### config.mk
export PLATFORM = sky130hd
export DESIGN_NAME = frame_capture_dbuf
export DESIGN_NICKNAME = d
export VERILOG_FILES = /design/src/rtl/fcap_pkg.sv /design/src/rtl/fcap_wr_ctrl.sv /design/src/rtl/fcap_bank_sel.sv /design/src/rtl/fcap_bank_mem.sv /design/src/rtl/frame_capture_dbuf.sv
export SDC_FILE = /design/constraint.sdc
export NUM_CORES = 1
export LEC_CHECK = 0
export ABC_AREA = 1
export CORE_ASPECT_RATIO = 0.6
export CORE_MARGIN = 2
export CORE_UTILIZATION = 47
export CTS_CLUSTER_SIZE = 16
export DETAILED_ROUTE_END_ITERATION = 16
export DONT_BUFFER_PORTS = 1
export GPL_TIMING_DRIVEN = 0
export MAX_ROUTING_LAYER = met4
export PLACE_DENSITY_LB_ADDON = 0.08
export SYNTH_ARGS = -nofsm -noshare
export SYNTH_HDL_FRONTEND = slang
export SYNTH_SLANG_ARGS = --single-unit
### constraint.sdc
create_clock -name clk -period 2.05 [get_ports clk]
set_input_delay 0.41 -clock clk [delete_from_list [all_inputs] [get_ports clk]]
set_output_delay 0.41 -clock clk [all_outputs]
set_load 0.05 [all_outputs]
### src/rtl/fcap_pkg.sv
// Shared types for the double-buffered frame capture block.
// Assumes a single clock domain for capture and host sides.
package fcap_pkg;

    // Capture state: waiting for a start-of-frame, or inside a frame
    typedef enum logic {
        CAP_IDLE = 1'b0,
        CAP_OPEN = 1'b1
    } cap_state_e;

    // Frame close outcome raised by the write controller for one cycle
    typedef struct packed {
        logic good;   // frame closed with exactly the expected pixel count
        logic bad;    // frame dropped: wrong count or aborted by a new start
    } frame_evt_t;

endpackage

### src/rtl/fcap_wr_ctrl.sv
// Write-side controller: turns the stream flags into a write address and
// a write enable, counts lines, and judges each frame when it closes.
// Assumes px flags are only meaningful when valid is high. Pixels past
// the frame size are not written; the count saturates at N+1.
module fcap_wr_ctrl
    import fcap_pkg::*;
#(
    parameter int IMG_W  = 8,
    parameter int IMG_H  = 4,
    parameter int ADDR_W = 6
) (
    input  logic              clk,
    input  logic              rst_n,
    input  logic              in_valid,
    input  logic              in_sof,
    input  logic              in_eol,
    output logic              wr_en,
    output logic [ADDR_W-1:0] wr_addr,
    output frame_evt_t        evt
);

    localparam int N_PIX = IMG_W * IMG_H;
    localparam int CNT_W = $clog2(N_PIX + 3);
    localparam int LN_W  = $clog2(IMG_H + 1);

    cap_state_e       state_q;
    logic [CNT_W-1:0] cnt_q;
    logic [LN_W-1:0]  lines_q;

    logic             accept;
    logic             abort;
    logic             closing;
    logic [CNT_W-1:0] pos;
    logic [CNT_W-1:0] seen;
    logic [LN_W-1:0]  line_base;
    logic [LN_W-1:0]  line_next;

    // Decode the current beat: acceptance, address, close and verdict
    always_comb begin
        accept    = in_valid && (in_sof || state_q == CAP_OPEN);
        abort     = in_valid && in_sof && state_q == CAP_OPEN;
        pos       = in_sof ? '0 : cnt_q;
        seen      = pos + 1'b1;
        line_base = in_sof ? '0 : lines_q;
        line_next = line_base + 1'b1;
        closing   = accept && in_eol && (line_next == LN_W'(IMG_H));
        wr_en     = accept && (pos < CNT_W'(N_PIX));
        wr_addr   = ADDR_W'(pos);
        evt.good  = closing && (seen == CNT_W'(N_PIX));
        evt.bad   = abort || (closing && (seen != CNT_W'(N_PIX)));
    end

    // Track frame state, saturating pixel count and line count
    always_ff @(posedge clk) begin
        if (!rst_n) begin
            state_q <= CAP_IDLE;
            cnt_q   <= '0;
            lines_q <= '0;
        end else if (accept) begin
            state_q <= closing ? CAP_IDLE : CAP_OPEN;
            cnt_q   <= (seen > CNT_W'(N_PIX)) ? CNT_W'(N_PIX + 1) : seen;
            lines_q <= in_eol ? line_next : line_base;
        end
    end

endmodule

### src/rtl/fcap_bank_sel.sv
// Bank role keeper: holds the index of the bank the host reads, flips it
// when a good frame closes, and keeps the ready pulse, sequence count,
// sticky error and have-frame status. The fill bank is the other index.
module fcap_bank_sel
    import fcap_pkg::*;
#(
    parameter int SEQ_W = 8
) (
    input  logic             clk,
    input  logic             rst_n,
    input  frame_evt_t       evt,
    output logic             host_idx,
    output logic             frame_ready,
    output logic [SEQ_W-1:0] frame_seq,
    output logic             frame_err,
    output logic             have_frame
);

    // Swap bank roles and update status on a frame verdict
    always_ff @(posedge clk) begin
        if (!rst_n) begin
            host_idx    <= 1'b0;
            frame_ready <= 1'b0;
            frame_seq   <= '0;
            frame_err   <= 1'b0;
            have_frame  <= 1'b0;
        end else begin
            frame_ready <= evt.good;
            if (evt.good) begin
                host_idx   <= ~host_idx;
                frame_seq  <= frame_seq + 1'b1;
                have_frame <= 1'b1;
            end
            if (evt.bad) begin
                frame_err <= 1'b1;
            end else if (evt.good) begin
                frame_err <= 1'b0;
            end
        end
    end

endmodule

### src/rtl/fcap_bank_mem.sv
// Two frame banks, each with its own write and read path. The capture
// side writes one bank; the host reads the selected bank through a
// registered port. Out-of-range host addresses return zero.
module fcap_bank_mem #(
    parameter int PIX_W  = 8,
    parameter int N_PIX  = 32,
    parameter int ADDR_W = 6
) (
    input  logic              clk,
    input  logic              rst_n,
    input  logic              wr_en,
    input  logic              wr_bank,
    input  logic [ADDR_W-1:0] wr_addr,
    input  logic [PIX_W-1:0]  wr_data,
    input  logic              rd_bank,
    input  logic [ADDR_W-1:0] rd_addr,
    output logic [PIX_W-1:0]  rd_data
);

    localparam int IDX_W = (N_PIX > 1) ? $clog2(N_PIX) : 1;

    logic [PIX_W-1:0] bank_word [2];
    logic             in_range;

    for (genvar g = 0; g < 2; g++) begin : g_bank
        logic [PIX_W-1:0] cells [N_PIX];

        // Store a captured pixel when this bank is the fill bank
        always_ff @(posedge clk) begin
            if (wr_en && (wr_bank == 1'(g))) begin
                cells[IDX_W'(wr_addr)] <= wr_data;
            end
        end

        assign bank_word[g] = cells[IDX_W'(rd_addr)];
    end

    assign in_range = (rd_addr < ADDR_W'(N_PIX));

    // Register the host word from the published bank
    always_ff @(posedge clk) begin
        if (!rst_n) begin
            rd_data <= '0;
        end else begin
            rd_data <= in_range ? bank_word[rd_bank] : '0;
        end
    end

endmodule

### src/rtl/frame_capture_dbuf.sv
// Top: double-buffered frame capture memory. The pixel stream is written
// into the fill bank; the host reads the last complete frame from the
// other bank. Roles swap by an index flip, never by copying.
// Assumes one clock for both sides and a fixed IMG_W x IMG_H frame.
module frame_capture_dbuf
    import fcap_pkg::*;
#(
    parameter  int PIX_W  = 8,
    parameter  int IMG_W  = 8,
    parameter  int IMG_H  = 4,
    parameter  int SEQ_W  = 8,
    localparam int N_PIX  = IMG_W * IMG_H,
    localparam int ADDR_W = $clog2(N_PIX) + 1
) (
    input  logic              clk,
    input  logic              rst_n,
    input  logic              px_valid,
    input  logic [PIX_W-1:0]  px_data,
    input  logic              px_sof,
    input  logic              px_eol,
    input  logic [ADDR_W-1:0] rd_addr,
    output logic [PIX_W-1:0]  rd_data,
    output logic              frame_ready,
    output logic [SEQ_W-1:0]  frame_seq,
    output logic              frame_err,
    output logic              have_frame
);

    logic              wr_en;
    logic [ADDR_W-1:0] wr_addr;
    frame_evt_t        evt;
    logic              host_idx;
    logic              wr_bank;

    assign wr_bank = ~host_idx;

    fcap_wr_ctrl #(
        .IMG_W  (IMG_W),
        .IMG_H  (IMG_H),
        .ADDR_W (ADDR_W)
    ) u_wr (
        .clk      (clk),
        .rst_n    (rst_n),
        .in_valid (px_valid),
        .in_sof   (px_sof),
        .in_eol   (px_eol),
        .wr_en    (wr_en),
        .wr_addr  (wr_addr),
        .evt      (evt)
    );

    fcap_bank_sel #(
        .SEQ_W (SEQ_W)
    ) u_sel (
        .clk         (clk),
        .rst_n       (rst_n),
        .evt         (evt),
        .host_idx    (host_idx),
        .frame_ready (frame_ready),
        .frame_seq   (frame_seq),
        .frame_err   (frame_err),
        .have_frame  (have_frame)
    );

    fcap_bank_mem #(
        .PIX_W  (PIX_W),
        .N_PIX  (N_PIX),
        .ADDR_W (ADDR_W)
    ) u_mem (
        .clk     (clk),
        .rst_n   (rst_n),
        .wr_en   (wr_en),
        .wr_bank (wr_bank),
        .wr_addr (wr_addr),
        .wr_data (px_data),
        .rd_bank (host_idx),
        .rd_addr (rd_addr),
        .rd_data (rd_data)
    );

endmodule

Yosys cells after proc, flatten, opt, wreduce, memory -nomap -nowiden
Memories as Yosys holds them, arrays and structs flattened.
Cells that the tools add are included.
W data, S select, Z words.
{ "word_totals": {"register_bits": 30, "latchBits": 0, "mem_bits_rw": 512, "romBits": 0, "out_inout_bits": 19, "word_cells": 51, "mem_count": 2} }
{ "memory_table": {"columns": ["name", "depth", "word_bits", "read_ports", "rd_ports_with_merged_regs", "wr", "line", "source"], "rows": [
  ["u_mem.g_bank[0].cells", 32, 8, 1, 0, 1, "fcap_bank_mem.sv:26", "logic [PIX_W-1:0] cells [N_PIX];"],
  ["u_mem.g_bank[1].cells", 32, 8, 1, 0, 1, "fcap_bank_mem.sv:26", null]
]} }
{ "classes": {"addsub": 3, "multipliers": 0, "n_div": 0, "n_lt_le_gt_ge": 4, "eq_ne": 3, "shift": 0, "mux": 14, "bitwise": 2, "n_reduce_logical": 14} }
{ "ops": {"columns": ["op", "n"], "rows": [
  ["$mux W8", 3],
  ["$lt A6 B6 Y1 const B", 2],
  ["$mux W6", 2],
  ["$logic_and A1 B1 Y1", 10],
  ["$add A8 B1 Y8 const B", 1],
  ["$mux W1", 7],
  ["$add A6 B1 Y6 const B", 1],
  ["$eq A6 B6 Y1 const B", 1],
  ["$gt A6 B6 Y1 const B", 1],
  ["$mux W3", 2],
  ["$ne A6 B6 Y1 const B", 1],
  ["$add A3 B1 Y3 const B", 1],
  ["$eq A3 B3 Y1 const B", 1],
  ["$ge A2 B2 Y1 const B", 1],
  ["$logic_or A1 B1 Y1", 2],
  ["$not A1 Y2", 1],
  ["$reduce_and A2 Y1", 1],
  ["$reduce_bool A2 Y1", 1],
  ["$not A1 Y1", 1]
]} }

Logic depth before layout (Yosys ltp)
{ "depth": {"ltp_word": 7, "depth_mapped": 12, "depth_no_buf": 12} }

By module
From an unflattened synthesis, not the netlist that was laid out.
{ "unflattened": {"hier_cells": 1989, "area_unflattened_um2": 22500.3} }
{ "modules_own_cells": {"columns": ["mod", "instances", "cells_per_inst", "area_each_um2", "seq_area_each_um2"], "rows": [
  ["fcap_bank_mem", 1, 1831, 21339.2, 15534.9],
  ["fcap_wr_ctrl", 1, 94, 649.4, 200.2],
  ["fcap_bank_sel", 1, 63, 508.0, 240.2],
  ["frame_capture_dbuf", 1, 1, 3.8, 0.0]
]} }

Least setup slack after synthesis
Ideal clock, no wire load.
{ "synth_timing": {"path_type": "input -> register", "from": "in px_sof", "to": "mem u_mem.g_bank[0].cells[10][0] (enable)", "setup_time_ns": 0.370, "arrival_ns": 1.480, "required_ns": 1.680, "slack_ns": 0.200, "path_stages": 7, "path_cell_list": "inv_2 -> nand2_1 -> nand2_1 -> inv_1 -> nand2_1 -> clkbuf_1 -> nor2_1"} }
{ "synth_via": {"elab_chain_len": 6} }
{ "synth_lines": {"columns": ["element", "line", "source"], "rows": [
  ["start: declaration", "frame_capture_dbuf.sv:19", "input logic px_sof,"],
  ["$mux W6 or $logic_or A1 B1 Y1 (tied branches)", "fcap_wr_ctrl.sv:42, fcap_wr_ctrl.sv:40", null],
  ["$lt A6 B6 Y1 or $logic_and A1 B1 Y1 (tied branches)", "fcap_wr_ctrl.sv:47, fcap_wr_ctrl.sv:40", null],
  ["$logic_and A1 B1 Y1", "fcap_wr_ctrl.sv:47", "wr_en = accept && (pos < CNT_W'(N_PIX));"],
  ["$logic_and A1 B1 Y1", "fcap_bank_mem.sv:30", "if (wr_en && (wr_bank == 1'(g))) begin"],
  ["$mux W1", "fcap_bank_mem.sv:30", null],
  ["$mux W1 (implied by the code)", "fcap_bank_mem.sv:31", "cells[IDX_W'(wr_addr)] <= wr_data;"],
  ["end: declaration", "fcap_bank_mem.sv:26", null]
]} }
Several ways; a longest one is shown, not always the timed one.

Final worst setup path
{ "layout_timing": {"from": "in rd_addr[1]", "to": "reg u_mem.rd_data[1]"} }
{ "layout_via": {"elab_chain_len": 4} }
{ "layout_lines": {"columns": ["element", "line", "source"], "rows": [
  ["start: declaration", "frame_capture_dbuf.sv:21", "input logic [ADDR_W-1:0] rd_addr,"],
  ["$mem_v2 Z32 W8", null, null],
  ["$mux W8 (implied by the code) (3 in a row)", "fcap_bank_mem.sv:45", "rd_data <= in_range ? bank_word[rd_bank] : '0;"],
  ["end signal: assignment", "fcap_bank_mem.sv:45", null],
  ["end: declaration", "fcap_bank_mem.sv:17", "output logic [PIX_W-1:0] rd_data"]
]} }
Several ways; a longest one is shown, not always the timed one. The select of a mux whose other input is x is not followed.
A chain may end at the register's enable or synchronous reset.

==> flow_metrics.py <==
metrics = {
    "routing": {
        "vias": 16000,
        "final_antenna_net_count": 0,
        "first_pass_iters": 5,
        "wirelength_um": 74100,
        "avgViaCountPerCell": 5.73,
        "drt_iter0_drc": 2234,
        "wire_per_inst_um": 26.5,
        "drc": 0,
    },
    "die": {
        "die-area_um2": 49400,
        "core_um2": 46600,
        "die_w_um": 286,
        "die_h_um": 173,
        "rows": 61,
        "start_util": 0.480,
        "top_level_ports": 38,
    },
    "critical_path": {
        "crit_path_start_kind": "primary input",
        "critPathCaptureType": "flop",
        "cp_max_fo": 10,
        "critical_path_required_ns": 2.48,
        "critPathKind": "in2reg",
        "arrival_ns": 2.49,
    },
    "timing": {
        "fin_ws_ns": -0.0155,
        "period_needed_ns": 2.07,
        "finalSetupViolations": 1,
        "report.final.slew_viol_count": 0,
        "final.setup.tns_ns": -0.0155,
        "whs_ns": 0.0466,
        "final-hold-violation-count": 0,
        "fmax_mhz": 484,
        "slew_headroom": 0.443,
        "finClkSkew_ns": 0.0198,
        "min_period_over_period": 1.01,
        "rsz0062_at_grt": "yes",
        "worstMarginPinSlew_ns": 0.835,
    },
    "synth": {
        "netlist_instances": 2004,
        "synth_nets": 2029,
        "synth_ff_type": "edfxtp_1",
        "yosysSeqAreaShare": 0.714,
        "synth-edff-count": 512,
        "synth_area_per_cell_um2": 11.2,
        "syn_area_um2": 22400,
        "async_flop_share": 0,
        "yosys_warnings": 0,
        "synth_cell_type_count": 33,
        "synth_seq_cells": 542,
    },
    "finish": {
        "mostFrequentLayoutCell": "nand2_1",
        "layout_common_cells": "nand2_1 (698), edfxtp_1 (512), nand3_1 (435)",
        "syn_to_final_growth_pct": 19.9,
        "nFillCells": 3865,
        "final_nets": 2159,
        "drive_above_1_share": 0.161,
    },
    "place": {
        "hpwlAfterDp_um": 49100,
        "place_congestion": 0.964,
        "port_buffers": 0,
    },
    "power": {
        "power_density_nw_per_um2": 849,
        "ir_drop_mv": 0.586,
        "leakage_nw": 9.56,
    },
    "global_route": {
        "grtUsageMet1": 0.459,
        "antenna_found_initial": 2,
        "grt.met2_usage": 0.424,
        "met3_usage": 0.0710,
        "grt_pass1_wl_um": 105000,
        "grt_max_degree": 65,
        "overflow": 0,
        "grt_pass1_vias": 15200,
        "track_usage": 0.309,
        "grt.busiest_layer": "met1",
    },
    "clocking": {
        "cts.clk_slew.worst_paths_ns": 0.06,
        "htreeDepth": 2,
        "cts_root_buffer": "clkbuf_16",
        "clkLatencyLatePin_ns": 0.59,
        "cts_sinks": 542,
        "clock_path_buffers": 3,
        "cts_tree": "yes",
        "cts_buffers": 51,
    },
    "job": {
        "max_cap_violations": 0,
    },
    "run_status": {
        "violations": "setup timing",
        "status": "finished, violations left",
    },
    "min_path": {
        "hold_path.class": "in2reg",
    },
}
[power breakdown]
part           switching (mW)  leakage (nW)  internal [mW]  total [mW]
combinational            1.30          3.98          0.406        1.70
sequential             0.0547          4.85           12.1        12.2
clock                    4.05         0.734           4.83        8.89
[cell usage after synthesis, drive strengths merged, types with 3 or more instances]
library cell | count | share of area
dfxtp | 30 | 0.027
o21ai | 9 | 0.0022
a31oi | 3 | 0.00084
nand3 | 436 | 0.098
nor2 | 91 | 0.017
buf | 50 | 0.011
xnor2 | 4 | 0.0024
nor3 | 4 | 0.00089
xor2 | 4 | 0.0016
ha | 6 | 0.0034
clkbuf | 73 | 0.012
inv | 29 | 0.0049
nand4 | 9 | 0.0025
or2 | 3 | 0.00084
edfxtp | 512 | 0.69
nand2 | 717 | 0.12
a21oi | 21 | 0.0057
[layer usage]
metal / vias to the layer above / wire, um
li1: 7220 / -
met3: 134 / 8150
met5: - / 0
met2: 875 / 31100
met1: 7813 / 32900
met4: 0 / 1970
[stage by stage]
| step | power (mW) | cell area [um2] | setup slack, ns | utilization | cells |
|---|---|---|---|---|---|
| after global routing | 23.4 | 26800 | -0.0430 | 0.576 | 2800 |
| after CTS | 22.8 | 26400 | 0.00168 | 0.566 | 2781 |
| final | 22.8 | 26800 | -0.0155 | 0.576 | 2800 |
| after detailed placement | 13.7 | 23200 | -0.854 | 0.497 | 2634 |
| after floorplan | 13.2 | 22400 | 0.200 | - | 2004 |
| after global placement | 13.7 | 23200 | -0.811 | 0.497 | 2634 |
[flip-flops by register name, summed over array words and instances (netlist names)]
signal / count
u_sel.host_idx: 1
u_wr.lines_q: 3
u_wr.state_q: 1
u_sel.frame_seq: 8
u_sel.have_frame: 1
u_wr.cnt_q: 6
u_sel.frame_ready: 1
u_mem.rd_data: 8
u_mem.g_bank.cells: 512
u_sel.frame_err: 1
[timing repair]
item | CTS | global route
pin swaps | 45 | 20
endpoints found under the setup margin | 520 | 420
hold buffers | 9 | 0
resized for setup | 177 | 76
buffers inserted | 53 | 18
hold endpoints to repair | 513 | 0
[cell families (layout without fill, tap and decap cells)]
| kind of cell | after synthesis | after routing | synth area share |
|---|---|---|---|
| and+or+nand+nor | 1260 | 1260 | 0.242 |
| DFF | 542 | 542 | 0.714 |
| buffers and inverters | 153 | 318 | 0.0278 |
| xor gates and xnor gates | 8 | 8 | 0.00397 |
| adders and majority gates | 6 | 6 | 0.00335 |
| other | 0 | 1 | 0 |
| AOI/OAI and AO/OA | 35 | 35 | 0.00939 |
[cell type report]
cell class / count / area [um2] / area share
flip-flops and latches: 542 / 16000 / 0.595
multi-input cells: 1309 / 6370 / 0.237
repair buffers: 80 / 1460 / 0.0545
clock buffers: 74 / 1440 / 0.0535
well taps: 630 / 788 / 0.0294
plain buffers: 120 / 627 / 0.0233
inverters: 30 / 113 / 0.00419
clock inverters: 14 / 72.6 / 0.00270
diodes: 1 / 2.50 / 0.0000932
[worst paths after layout]
path	end	slack, ns	cells after the start	startpoint
max	u_mem.rd_data[1]$_SDFF_PN0_	-0.02	10	rd_addr[1]
min	u_wr.lines_q[0]$_SDFFE_PN0N_	0.05	3	px_eol
max reg2reg	u_mem.g_bank[0].cells[1][2]$_DFFE_PP_	0.02	5	u_wr.cnt_q[2]$_SDFFE_PN0N_
min reg2reg	u_wr.cnt_q[4]$_SDFFE_PN0N_	0.49	2	u_wr.cnt_q[4]$_SDFFE_PN0N_
[worst max-delay path, stage by stage]
cell      delay, ns
inv_1          0.05
clkbuf_1       0.40
clkbuf_1       0.59
nand3_1        0.27
nand3_1        0.19
nand2_1        0.07
nand2_1        0.06
nand3_1        0.19
nand3_1        0.13
a21oi_1        0.13
(Power assumes the default switching activity.)
